File: src/rtl/ddw_pkg.sv
package ddw_pkg;

  localparam int ID_BITS     = 24;
  localparam int IDX_W       = 9;
  localparam int PAGE_SHIFT  = 12;

  typedef enum logic [2:0] {
    FLT_NONE    = 3'd0,
    FLT_MODE    = 3'd1,
    FLT_RANGE   = 3'd2,
    FLT_INVALID = 3'd3,
    FLT_BUSERR  = 3'd4
  } fault_e;

  typedef enum logic [1:0] {
    ST_IDLE,
    ST_REQ,
    ST_WAIT
  } walk_st_e;

  // Number of low ID bits that index records within a leaf page.
  function automatic int low_bits(logic ext);
    return ext ? 6 : 7;
  endfunction

  // Byte stride of one context record, as a shift amount.
  function automatic int rec_shift(logic ext);
    return ext ? 6 : 5;
  endfunction

  // Cumulative ID bit count covered by levels 1..lvl.
  function automatic int split_at(logic ext, int lvl);
    case (lvl)
      1:       return low_bits(ext);
      2:       return low_bits(ext) + IDX_W;
      default: return ID_BITS;
    endcase
  endfunction

  // Tree depth for a mode value; 0 marks an unsupported mode.
  function automatic logic [1:0] depth_of(logic [3:0] m);
    case (m)
      4'd2:    return 2'd1;
      4'd3:    return 2'd2;
      4'd4:    return 2'd3;
      default: return 2'd0;
    endcase
  endfunction

endpackage

File: src/rtl/ddw_split.sv
module ddw_split
  import ddw_pkg::*;
#(
  parameter int ID_W = ID_BITS
) (
  input  logic [ID_W-1:0] dev_id,
  input  logic            ext,
  input  logic [1:0]      depth,
  input  logic [1:0]      level,
  output logic            out_of_range,
  output logic [IDX_W-1:0] nl_idx,
  output logic [PAGE_SHIFT-1:0] leaf_off
);

  logic [63:0] wide_id;
  logic [63:0] idx_full;
  logic [63:0] off_full;
  logic [63:0] low_mask;

  always_comb begin
    wide_id      = 64'(dev_id);
    out_of_range = (depth != 2'd0) &&
                   ((wide_id >> split_at(ext, int'(depth))) != 64'd0);
    idx_full     = (wide_id >> split_at(ext, int'(level))) & 64'h1FF;
    nl_idx       = idx_full[IDX_W-1:0];
    low_mask     = (64'd1 << low_bits(ext)) - 64'd1;
    off_full     = (wide_id & low_mask) << rec_shift(ext);
    leaf_off     = off_full[PAGE_SHIFT-1:0];
  end

endmodule

File: src/rtl/ddw_entry.sv
module ddw_entry
  import ddw_pkg::*;
#(
  parameter int PA_W = 56,
  parameter int DW   = 64
) (
  input  logic [DW-1:0]   ent,
  output logic            ent_valid,
  output logic [PA_W-1:0] next_pa
);

  logic unused_ent_bits;

  assign ent_valid       = ent[0];
  assign next_pa         = {ent[PA_W-3:10], {PAGE_SHIFT{1'b0}}};
  assign unused_ent_bits = ^{ent[DW-1:PA_W-2], ent[9:1]};

endmodule

File: src/rtl/ddt_walker.sv
module ddt_walker
  import ddw_pkg::*;
#(
  parameter int ID_W   = ID_BITS,
  parameter int PA_W   = 56,
  parameter int DW     = 64,
  parameter int MODE_W = 4
) (
  input  logic              clk,
  input  logic              rst_n,
  input  logic              start,
  input  logic [MODE_W-1:0] mode,
  input  logic              ext_fmt,
  input  logic [PA_W-13:0]  root_ppn,
  input  logic [ID_W-1:0]   dev_id,
  output logic              busy,
  output logic              done,
  output logic [2:0]        fault,
  output logic [PA_W-1:0]   leaf_addr,
  output logic              mem_req_valid,
  input  logic              mem_req_ready,
  output logic [PA_W-1:0]   mem_req_addr,
  input  logic              mem_rsp_valid,
  input  logic [DW-1:0]     mem_rsp_data,
  input  logic              mem_rsp_err
);

  localparam int PPN_W = PA_W - PAGE_SHIFT;

  walk_st_e        state;
  logic [ID_W-1:0] id_q;
  logic            ext_q;
  logic [1:0]      step_q;
  logic [PA_W-1:0] page_q;
  logic            done_q;
  fault_e          fault_q;
  logic [PA_W-1:0] leaf_q;

  logic            idle;
  logic [1:0]      depth_in;
  logic [PA_W-1:0] root_pa;
  logic [ID_W-1:0] sel_id;
  logic            sel_ext;
  logic [1:0]      sel_depth;
  logic [1:0]      sel_level;
  logic            range_bad;
  logic [IDX_W-1:0] nl_idx;
  logic [PAGE_SHIFT-1:0] leaf_off;
  logic            ent_valid;
  logic [PA_W-1:0] next_pa;

  // Named events for the assertions
  logic ev_accept, ev_bad_mode, ev_range, ev_rsp;

  assign idle      = (state == ST_IDLE);
  assign depth_in  = depth_of(4'(mode));
  assign root_pa   = {root_ppn, {PAGE_SHIFT{1'b0}}};
  assign sel_id    = idle ? dev_id  : id_q;
  assign sel_ext   = idle ? ext_fmt : ext_q;
  assign sel_depth = idle ? depth_in : 2'd0;
  assign sel_level = idle ? (depth_in - 2'd1) : step_q;

  assign ev_accept   = start && idle;
  assign ev_bad_mode = ev_accept && (depth_in == 2'd0);
  assign ev_range    = ev_accept && !ev_bad_mode && range_bad;
  assign ev_rsp      = (state == ST_WAIT) && mem_rsp_valid;

  ddw_split #(.ID_W(ID_W)) i_split (
    .dev_id       (sel_id),
    .ext          (sel_ext),
    .depth        (sel_depth),
    .level        (sel_level),
    .out_of_range (range_bad),
    .nl_idx       (nl_idx),
    .leaf_off     (leaf_off)
  );

  ddw_entry #(.PA_W(PA_W), .DW(DW)) i_entry (
    .ent       (mem_rsp_data),
    .ent_valid (ent_valid),
    .next_pa   (next_pa)
  );

  always_ff @(posedge clk or negedge rst_n) begin
    if (!rst_n) begin
      state   <= ST_IDLE;
      id_q    <= '0;
      ext_q   <= 1'b0;
      step_q  <= 2'd0;
      page_q  <= '0;
      done_q  <= 1'b0;
      fault_q <= FLT_NONE;
      leaf_q  <= '0;
    end else begin
      done_q <= 1'b0;
      case (state)
        ST_IDLE: if (start) begin
          id_q   <= dev_id;
          ext_q  <= ext_fmt;
          page_q <= root_pa;
          step_q <= depth_in - 2'd1;
          if (depth_in == 2'd0) begin
            done_q <= 1'b1; fault_q <= FLT_MODE;  leaf_q <= '0;
          end else if (range_bad) begin
            done_q <= 1'b1; fault_q <= FLT_RANGE; leaf_q <= '0;
          end else if (depth_in == 2'd1) begin
            done_q <= 1'b1; fault_q <= FLT_NONE;
            leaf_q <= {root_pa[PA_W-1:PAGE_SHIFT], leaf_off};
          end else begin
            state <= ST_REQ;
          end
        end
        ST_REQ: if (mem_req_ready) state <= ST_WAIT;
        ST_WAIT: if (mem_rsp_valid) begin
          if (mem_rsp_err) begin
            done_q <= 1'b1; fault_q <= FLT_BUSERR;  leaf_q <= '0; state <= ST_IDLE;
          end else if (!ent_valid) begin
            done_q <= 1'b1; fault_q <= FLT_INVALID; leaf_q <= '0; state <= ST_IDLE;
          end else if (step_q == 2'd1) begin
            done_q <= 1'b1; fault_q <= FLT_NONE;
            leaf_q <= {next_pa[PA_W-1:PAGE_SHIFT], leaf_off};
            state  <= ST_IDLE;
          end else begin
            page_q <= next_pa;
            step_q <= step_q - 2'd1;
            state  <= ST_REQ;
          end
        end
        default: state <= ST_IDLE;
      endcase
    end
  end

  assign busy          = !idle;
  assign done          = done_q;
  assign fault         = fault_q;
  assign leaf_addr     = leaf_q;
  assign mem_req_valid = (state == ST_REQ);
  assign mem_req_addr  = page_q + {{(PA_W-IDX_W-3){1'b0}}, nl_idx, 3'b000};

  // Assertions
  assert_bad_mode_R1: assert property (@(posedge clk) disable iff (!rst_n)
    ev_bad_mode |=> done && fault == FLT_MODE && !mem_req_valid);

  assert_range_R2: assert property (@(posedge clk) disable iff (!rst_n)
    ev_range |=> done && fault == FLT_RANGE && !busy);

  assert_invalid_R6: assert property (@(posedge clk) disable iff (!rst_n)
    ev_rsp && !mem_rsp_err && !ent_valid |=> done && fault == FLT_INVALID && !mem_req_valid);

  assert_buserr_R7: assert property (@(posedge clk) disable iff (!rst_n)
    ev_rsp && mem_rsp_err |=> done && fault == FLT_BUSERR);

  assert_leaf_align_R8: assert property (@(posedge clk) disable iff (!rst_n)
    done && fault == FLT_NONE && !ext_q |-> leaf_addr[4:0] == 5'd0);

  assert_done_idle_R9: assert property (@(posedge clk) disable iff (!rst_n)
    done |-> !busy);

  assert_ignore_start_R10: assert property (@(posedge clk) disable iff (!rst_n)
    busy && start |=> $stable(id_q) && $stable(ext_q));

  assert_req_hold_R11: assert property (@(posedge clk) disable iff (!rst_n)
    mem_req_valid && !mem_req_ready |=> mem_req_valid && $stable(mem_req_addr));

  assert_no_req_idle_R11: assert property (@(posedge clk) disable iff (!rst_n)
    !busy |-> !mem_req_valid);

  logic unused_ppn_w;
  assign unused_ppn_w = (PPN_W > 0);

endmodule

File: config.mk
export PLATFORM = sky130hd
export DESIGN_NAME = ddt_walker
export DESIGN_NICKNAME = d
export VERILOG_FILES = /design/src/rtl/ddw_pkg.sv /design/src/rtl/ddw_split.sv /design/src/rtl/ddw_entry.sv /design/src/rtl/ddt_walker.sv
export SDC_FILE = /design/constraint.sdc
export NUM_CORES = 1
export LEC_CHECK = 0
export BUFFER_PORTS_ARGS = -buffer_cell sky130_fd_sc_hd__buf_2
export CAP_MARGIN = 20
export CORE_MARGIN = 4
export CORE_UTILIZATION = 53
export CTS_CLUSTER_SIZE = 16
export DETAILED_ROUTE_END_ITERATION = 16
export GPL_TIMING_DRIVEN = 0
export PLACE_DENSITY_LB_ADDON = 0.3
export SYNTH_ARGS = -nofsm -noshare
export SYNTH_HDL_FRONTEND = slang
export SYNTH_SLANG_ARGS = --single-unit
File: constraint.sdc
create_clock -name clk -period 7.04 [get_ports clk]
set_input_delay 0.704 -clock clk [delete_from_list [all_inputs] [get_ports clk]]
set_output_delay 0.704 -clock clk [all_outputs]
set_load 0.03 [all_outputs]
# After elaboration in Yosys (flattened, before gate mapping)
# Index checks and enable logic that the tools add are counted.
[totals]
regBits = 145
mem_bits_ro = 0
memories = 0
ram_bits = 0
latch_bits = 0
in_bits = 143
[op_classes]
n_shift = 4
n_reduce_logical = 11
n_mul = 0
n_eq_ne = 22
n_div = 0
bitwise = 1
magnitude_cmp = 0
add_sub_neg = 5
mux = 58
[ops]
columns = ["cell", "n"]
rows = [
  ["$mux 56", 13],
  ["$pmux 56 s2", 2],
  ["$pmux 32 s2", 2],
  ["$and 24x64->64", 1],
  ["$reduce_bool 64->1", 1],
  ["$shl 1x32->64 const A", 1],
  ["$shl 64x32->12", 1],
  ["$shr 24x32->64", 1],
  ["$sub 64x1->64 const B", 1],
  ["$add 56x12->56", 1],
  ["$add 32x5->32 const B", 1],
  ["$shr 24x32->9", 1],
  ["$mux 2", 14],
  ["$mux 24", 1],
  ["$mux 3", 8],
  ["$ne 2x2->1 const B", 8],
  ["$mux 1", 13],
  ["$pmux 2 s3", 2],
  ["$reduce_and 6->1", 2],
  ["$eq 2x1->1 const B", 5],
  ["$eq 4x2->1 const B", 2],
  ["$eq 2x2->1 const B", 3],
  ["$pmux 3 s2", 1],
  ["$reduce_and 5->1", 1],
  ["other kinds (12)", 15],
]

# Longest topological paths before layout
# Gate-level depths: netlist (run 1).
[logic_depth]
ltp_word = 12
depth_mapped = 21
mapped_depth_nobuf = 17

# Hierarchy
# Synthesis (run 1) repeated with hierarchy kept, for this count alone.
[hier_totals]
hier_cells = 1069
hier_area_um2 = 9562.9
[modules_own_cells]
columns = ["module", "area_each_um2", "cells_per_inst", "n_inst", "seq_area_each_um2"]
rows = [
  ["ddt_walker", 7916.3, 858, 1, 3628.5],
  ["ddw_split", 1214.9, 153, 1, 0.0],
  ["ddw_entry", 431.7, 58, 1, 0.0],
]

# Worst setup path before layout (run 1)
# Ideal clock, no wire load.
[synth_path]
path_type = "register to output"
start = "register state[1]"
end = "output port mem_req_addr[4]"
stages_incl_launch_ff = 20
n_path_buf = 7
t_arrival_ns = 4.674
t_required_ns = 6.336
path_slack_ns = 1.662
path_cell_list = "dfrtp_1 buf_6 nor2_1 buf_2 buf_2 buf_2 buf_2 buf_2 nand2_1 o21ai_0 ha_1 clkbuf_1 nor2b_1 a31oi_1 mux2_2 mux2i_1 nor2_1 a21oi_1 nand2_1 a31oi_1"
[synth_between]
elab_chain_cells = 7
[synth_lines]
columns = ["item", "line_no", "rtl"]
rows = [
  ["start, declared", "ddt_walker.sv:30", "walk_st_e state;"],
  ["start signal, assigned", "ddt_walker.sv:86", "state <= ST_IDLE;"],
  ["start signal, assigned", "ddt_walker.sv:110", "state <= ST_REQ;"],
  ["start signal, assigned", "ddt_walker.sv:113", "ST_REQ: if (mem_req_ready) state <= ST_WAIT;"],
  ["$logic_not 2->1 *", "ddt_walker.sv:55", "assign idle = (state == ST_IDLE);"],
  ["$mux 1", "ddt_walker.sv:59", "assign sel_ext = idle ? ext_fmt : ext_q;"],
  ["$mux 1", "ddw_pkg.sv:23", "return ext ? 6 : 7;"],
  ["$add 32x5->32", "ddw_pkg.sv:35", "2: return low_bits(ext) + IDX_W;"],
  ["$pmux 32 s2", "ddw_pkg.sv:33", "case (lvl)"],
  ["$shr 24x32->9 *", "ddw_split.sv:24", "idx_full = (wide_id >> split_at(ext, int'(level))) & 64'h1FF;"],
  ["$add 56x12->56 *", "ddt_walker.sv:139", "assign mem_req_addr = page_q + {{(PA_W-IDX_W-3){1'b0}}, nl_idx, 3'b000};"],
  ["end, declared", "ddt_walker.sv:22", "output logic [PA_W-1:0] mem_req_addr,"],
]
# Every way passes the cells marked *; elsewhere a longest branch is shown, timed or not.

# Final worst setup path (run 1)
# Same ends and word-level chain as after synthesis.

==> results of run 1 <==
worst min-delay path by stage:
stage	startpoint	endpoint	slack, ps
global route	rst_n	page_q[32]	190
CTS	rst_n	page_q[32]	180
detailed placement	leaf_addr[26]	leaf_addr[26]	480
finish	rst_n	page_q[32]	170
global placement	leaf_addr[26]	leaf_addr[26]	460
floorplan	rst_n	done	410
flip-flops by register name, summed over array words and instances (netlist names):
signal	count
leaf_addr	52
step_q	2
id_q	24
state	2
done	1
fault	3
page_q	44
ext_q	1
area by class of cell:
| type | instances | area [µm²] | share of cell area |
|---|---|---|---|
| sequential | 129 | 3230 | 0.304 |
| multi-input combinational | 635 | 4800 | 0.452 |
| clock buffer | 23 | 468 | 0.0441 |
| timing repair buffer | 236 | 1210 | 0.114 |
| tap | 216 | 270 | 0.0255 |
| buffer | 87 | 455 | 0.0429 |
| clock inverter | 8 | 104 | 0.00979 |
| inverter | 19 | 71.3 | 0.00673 |
where the power goes:
| part | leakage (µW) | internal [µW] | switching [µW] | total [µW] |
|---|---|---|---|---|
| Combinational | 0.00345 | 1310 | 2240 | 3550 |
| Sequential | 0.00157 | 1100 | 233 | 1330 |
| Clock | 0.000278 | 539 | 338 | 876 |
| Total | 0.00529 | 2940 | 2810 | 5760 |
timing repair:
item / 4_1_cts / 5_1_grt
gates resized for setup: 0 / 1
endpoints found under the setup margin: 0 / 2
setup buffers: 0 / 0
cell usage after synthesis, types with 5 or more instances:
cell | number | area (µm²)
dfrtp_1 | 129 | 3230
nand2_1 | 129 | 484
nor2_1 | 68 | 255
clkbuf_1 | 56 | 210
a31oi_1 | 53 | 332
mux2i_1 | 45 | 450
a32o_1 | 44 | 440
a41o_1 | 44 | 440
mux2_2 | 44 | 495
mux2_4 | 29 | 435
a21oi_1 | 22 | 110
inv_1 | 18 | 67.6
o21ai_0 | 18 | 90.1
mux4_2 | 12 | 270
buf_2 | 10 | 50.1
buf_4 | 10 | 75.1
and2_1 | 9 | 56.3
nor3_1 | 9 | 45.0
ha_1 | 8 | 100
nand3_1 | 8 | 40.0
a21boi_0 | 7 | 52.6
nand2b_1 | 7 | 43.8
nor2b_1 | 7 | 43.8
a211oi_1 | 6 | 45.0
nor4_1 | 5 | 31.3
layout by cell type (no fill, tap or decap), drive strengths merged, types with 2 or more instances in the layout:
master | netlist | routed
nor2b | 7 | 7
a31o | 2 | 2
nor3 | 9 | 9
o2111ai | 2 | 2
a21o | 3 | 3
conb | 1 | 7
a31oi | 53 | 53
inv | 19 | 20
nor2 | 68 | 68
and2 | 9 | 9
and3 | 2 | 2
a21oi | 22 | 22
nand2b | 7 | 7
a22oi | 2 | 2
or4 | 2 | 2
mux2 | 75 | 75
clkbuf | 56 | 79
ha | 8 | 8
a41oi | 3 | 3
clkinv | 0 | 4
nand2 | 130 | 130
bufinv | 0 | 2
o21ai | 21 | 21
a211oi | 6 | 6
mux2i | 47 | 47
buf | 31 | 267
dfrtp | 129 | 129
a32o | 44 | 44
nor4 | 5 | 5
a21boi | 8 | 8
a2111oi | 2 | 2
mux4 | 12 | 12
o31ai | 2 | 2
a41o | 44 | 44
nor3b | 2 | 2
o2bb2ai | 4 | 4
nand3 | 8 | 8
metal layers:
metal	wire length (µm)	part of all wire	track usage	vias to the layer above
met1	11100	0.40	0.387	3916
met3	2470	0.090	0.0827	76
met5	12	0.00044	0	-
li1	-	-	-	3762
met4	717	0.026	0.0956	2
met2	13200	0.48	0.489	418
cells by family (layout without fill, tap and decap cells):
logic type      after synthesis  count (layout)
fa+ha+maj                     8               8
simple gates                255             255
other cells                   1               7
xor+xnor                      1               1
buf+inv                     106             373
flops                       129             129
compound gates              230             230
mux                         134             134
through the flow:
step | power (µW) | setup WS [ps] | hold slack (ps) | instance area [µm²] | utilization
CTS | 5720 | 352 | 177 | 10600 | 0.669
floorplan | 3840 | 1660 | 408 | 8550 | -
global placement | 4770 | 844 | 464 | 9990 | 0.631
global route | 6070 | 211 | 187 | 10600 | 0.670
detailed placement | 4820 | 827 | 480 | 10000 | 0.633
finish | 5760 | 519 | 168 | 10600 | 0.670
==> results.yml, run 1 <==
routing:
  drc: 0
  avgRoutedWirePerCell_um: 20.3
  antenna_left: 0
  drt_first_iter_violations: 722
  drt-total-wl_um: 27400
  via_per_inst: 6.04
  vias: 8174
  first_pass_iters: 5
floorplan:
  die_area_um2: 18200
  die_w_um: 135
  num_rows: 46
  start_util: 0.538
  ios: 261
  core_area_um2: 15800
  die_y_um: 135
place:
  place.gp.congestion: 0.915
  placed_cells: 1321
  io_buffers: 234
  dp_hpwl_um: 20400
setup_path:
  crit_buf_inv: 8
  crit_end: "mem_req_addr[4]"
  cp_cell_sequence: "buf_6 > nor2_1 > buf_2 > buf_2 > buf_2 > buf_2 > buf_2 > nand2_1 > o21ai_0 > ha_1 > clkbuf_1 > nor2b_1 > a31oi_2 > mux2_2 > mux2i_1 > nor2_1 > a21oi_1 > nand2_1 > a31oi_1 > buf_2"
  reg2reg_slack_ps: 1800
  critPathKind: "register to primary output"
  timing.rr.end: "leaf_addr[46]"
  cp.required_ps: 6340
  crit_fanout: 10
  worstSetupStartpoint: "state[1]"
  rr_startpoint: "state[1]"
  setup.worst_path.end_class: "primary output"
  cp.depth: 20
  worst_setup_path_start_kind: "register"
  path_delay_family: "buffers and inverters"
  cp_slowest_cell: "a31oi_2"
  reg2regPathDepth: 20
  arrival_ps: 5820
  crit_path_frequent_cell: "buf_2"
  slowest_delay_ps: 570
grt:
  overflow: 0
  grt_pass1_vias: 8021
  grt_max_degree: 99
  antenna_found_initial: 1
  grt_pass1_wl_um: 42900
  track_usage: 0.299
pwr:
  ir_drop_mv: 0.303
  power.density_nw_per_um2: 543
  power.leakage_uw: 0.00529
sta:
  hold_violations: 0
  min_period_over_period: 0.926
  fin_setup_tns_ps: 0
  setup-violations-final: 0
  tightest_slew_ps: 766
  max_freq_mhz: 153
  relSlewSlack: 0.475
  skew_ps: 7.96
  rsz0062_at_grt: "no"
  layout_min_cycle_time_ps: 6520
  slew_violations: 0
clock_tree:
  cts.clk_slew.worst_paths_ps: 60
  cts_num_sinks: 129
  cts_tree: "yes"
  h-tree-depth: 4
  ctsRootBufferMaster: "clkbuf_16"
  clock_latency_ps: 420
  holdBufCountCts: 0
  cts-buffers-inserted: 17
  clockBufferDepth: 2
cells_and_area:
  drive_above_1_share: 0.344
  final_nets: 1276
  instances_no_fill: 1353
  diodes: 0
  fill_cells: 1296
  syn_to_final_growth_pct: 24.4
synthesis:
  synth_xor_area_frac: 0.00103
  synth_top_family_by_area: "compound AO/OA/AOI/OAI gates"
  synth_fa_ha_area_frac: 0.0117
  synth_simple_gate_area_frac: 0.129
  ys_seq_elements: 129
  yosysSeqAreaShare: 0.379
  ys_warn_count: 0
  synth_compound_area_frac: 0.217
  synth_cells: 864
  avgSynthCellArea_um2: 9.86
  async_flop_share: 1.00
  synth_edf_count: 0
  muxShareOfSynthArea: 0.201
  synth_ff_type: "dfrtp_1"
  ys_types: 70
  syn_area_um2: 8520
flow_run:
  cap_violations: 0
status:
  status: "completed"
worst_hold_path:
  hold_path.class: "input pin to async pin"
(Power assumes the default switching activity.)
==> run 2, diff against run 1 <==
--- a/config.mk
+++ b/config.mk
@@ -5,6 +5,7 @@
 export SDC_FILE = /design/constraint.sdc
 export NUM_CORES = 1
 export LEC_CHECK = 0
+export ABC_AREA = 1
 export BUFFER_PORTS_ARGS = -buffer_cell sky130_fd_sc_hd__buf_2
 export CAP_MARGIN = 20
 export CORE_MARGIN = 4
@@ -13,6 +14,7 @@
 export DETAILED_ROUTE_END_ITERATION = 16
 export GPL_TIMING_DRIVEN = 0
 export PLACE_DENSITY_LB_ADDON = 0.3
+export SKIP_CTS_REPAIR_TIMING = 1
 export SYNTH_ARGS = -nofsm -noshare
 export SYNTH_HDL_FRONTEND = slang
 export SYNTH_SLANG_ARGS = --single-unit
==> run 2 against run 1 <==
Compared with the run above:
- combinational power down 15%
- sequential power down 8%
- clock power up 4.2%
- synthesized cell count up 21%
- global-route usage up 1.2 points
- cell count up 11%
- setup slack better by 2100 ps
- register-to-register slack better by 1900 ps
- first-iteration DRC count up 3.5%
- worst hold slack better by 61 ps
- core utilization up 3.5 points
- critical path type is now input pin to primary output
- largest cell class unchanged
==> results.yml, run 2 <==
sta:
  tightest_slew_ps: 836
  whs_ps: 229
  skew_ps: 8.74
  min_period_over_period: 0.631
  slew_violations: 0
  layout_min_cycle_time_ps: 4440
  rsz0062_at_grt: "no"
  relSlewSlack: 0.440
  hold_violations: 0
  setup-violations-final: 0
  max_freq_mhz: 225
  fin_setup_tns_ps: 0
floorplan:
  ios: 261
  core_area_um2: 13500
  die_area_um2: 16000
  start_util: 0.552
  die_y_um: 126
  num_rows: 42
  die_w_um: 126
clock_tree:
  clock_latency_ps: 420
  cts-buffers-inserted: 17
  cts_num_sinks: 129
  h-tree-depth: 4
  clockBufferDepth: 2
  ctsRootBufferMaster: "clkbuf_16"
  cts_tree: "yes"
  cts.clk_slew.worst_paths_ps: 60
setup_path:
  crit_fanout: 10
  worstSetupStartpoint: "mode[1]"
  cp_cell_sequence: "buf_2 > or2_2 > a21oi_1 > ha_1 > nand2_1 > o21ai_0 > ha_1 > nand2_1 > inv_1 > o21bai_4 > inv_2 > clkbuf_1 > o21ai_0 > nand3_1 > o31ai_1 > buf_2"
  setup.worst_path.end_class: "primary output"
  cp.required_ps: 6340
  worst_setup_path_start_kind: "input pin"
  cp_slowest_cell: "ha_1"
  reg2regPathDepth: 22
  timing.rr.end: "leaf_addr[12]"
  reg2reg_slack_ps: 3740
  crit_end: "mem_req_addr[10]"
  arrival_ps: 3740
  slowest_delay_ps: 310
  critPathKind: "input pin to primary output"
  rr_startpoint: "state[0]"
synthesis:
  synth.top_cells.by_area: "dfrtp_1 43%, nand2_1 20%, o21ai_0 6.9%"
  synth_edf_count: 0
  yosys.area.top_type_share: 0.435
  yosysMostFrequentCell: "nand2_1"
  avgSynthCellArea_um2: 7.08
  ys_seq_elements: 129
  synth_cells: 1048
  ys_top_cells_by_count: "389 x nand2_1, 129 x dfrtp_1, 103 x o21ai_0"
  yosysSeqAreaShare: 0.435
  synth_ff_type: "dfrtp_1"
  syn_area_um2: 7420
  async_flop_share: 1.00
  ys_types: 35
  ys_warn_count: 0
  synth_top_area_cell: "dfrtp_1"
routing:
  drt_first_iter_violations: 747
  antenna_left: 0
  drt-total-wl_um: 25200
  first_pass_iters: 5
  vias: 8218
  via_per_inst: 5.49
  drc: 0
  avgRoutedWirePerCell_um: 16.8
grt:
  grt_pass1_vias: 8063
  antenna_found_initial: 1
  grt_max_degree: 75
  overflow: 0
  track_usage: 0.311
  grt_pass1_wl_um: 40100
pwr:
  ir_drop_mv: 0.266
  power.density_nw_per_um2: 544
  power.leakage_uw: 0.00507
cells_and_area:
  drive_above_1_share: 0.245
  final_common_cell: "nand2_1"
  fill_cells: 1201
  largest_reg_flops: 52
  final_cell_mix: "389 x nand2_1, 248 x buf_2, 129 x dfrtp_1"
  final_area_um2: 9480
  final_nets: 1459
  syn_to_final_growth_pct: 27.7
status:
  status: "completed"
flow_run:
  cap_violations: 0
place:
  dp_hpwl_um: 18500
  postPlaceCellArea_um2: 8870
  place.gp.congestion: 0.974
  io_buffers: 234
worst_hold_path:
  hold_path.class: "input pin to async pin"
## run 2: critical path: cells and delay by family
kind                       cells  cell delay [ps]
adders and majority gates      2              520
buffers and inverters          5              870
AOI/OAI and AO/OA              5              910
and+or+nand+nor                4              710
## run 2: area by class of cell
class | instances | area [µm²] | share of cell area
clock inverter | 12 | 158 | 0.0166
buffer | 69 | 402 | 0.0424
multi-input combinational | 781 | 3530 | 0.373
sequential | 129 | 3230 | 0.341
antenna | 1 | 2.50 | 0.000264
tap | 176 | 220 | 0.0232
clock buffer | 20 | 447 | 0.0471
timing repair buffer | 235 | 1200 | 0.127
inverter | 75 | 282 | 0.0297
## run 2: cells by family (layout without fill, tap and decap cells)
logic type,after synthesis,after routing,synth area share
mux,2,2,0.00270
fa+ha+maj,8,8,0.0135
buf+inv,144,411,0.0920
flops,129,129,0.435
compound gates,215,215,0.163
simple gates,549,549,0.294
other cells,1,8,0.000505
## run 2: how the worst min path moves through the flow
stage	start	endpoint	slack, ps	cells past startpoint
floorplan	rst_n	done	410	0
global placement	leaf_addr[37]	leaf_addr[37]	460	2
detailed placement	leaf_addr[21]	leaf_addr[21]	460	2
CTS	rst_n	id_q[10]	260	1
global route	rst_n	id_q[10]	280	1
finish	rst_n	id_q[10]	230	1
## run 2: per-layer routing
layer | track usage | up-vias | routed length, µm
li1 | - | 3912 | -
met1 | 0.388 | 3828 | 9830
met2 | 0.512 | 416 | 12100
met3 | 0.0841 | 62 | 2330
met4 | 0.131 | 0 | 877
met5 | 0 | - | 0
## run 2: stage by stage
step | setup WS (ps) | utilization | total power (µW) | std cells
finish | 2600 | 0.705 | 5160 | 1498
detailed placement | 2610 | 0.659 | 4190 | 1465
CTS | 2620 | 0.704 | 5130 | 1497
global route | 2290 | 0.705 | 5490 | 1498
global placement | 2560 | 0.657 | 4160 | 1464
floorplan | 3000 | - | 3290 | 1054
## run 2: power by group
part	leakage [µW]	internal (µW)	switching (µW)	total [µW]
sequential	0.00161	1050	183	1230
combinational	0.00317	869	2140	3010
clock	0.000287	567	346	913
total	0.00507	2490	2670	5160
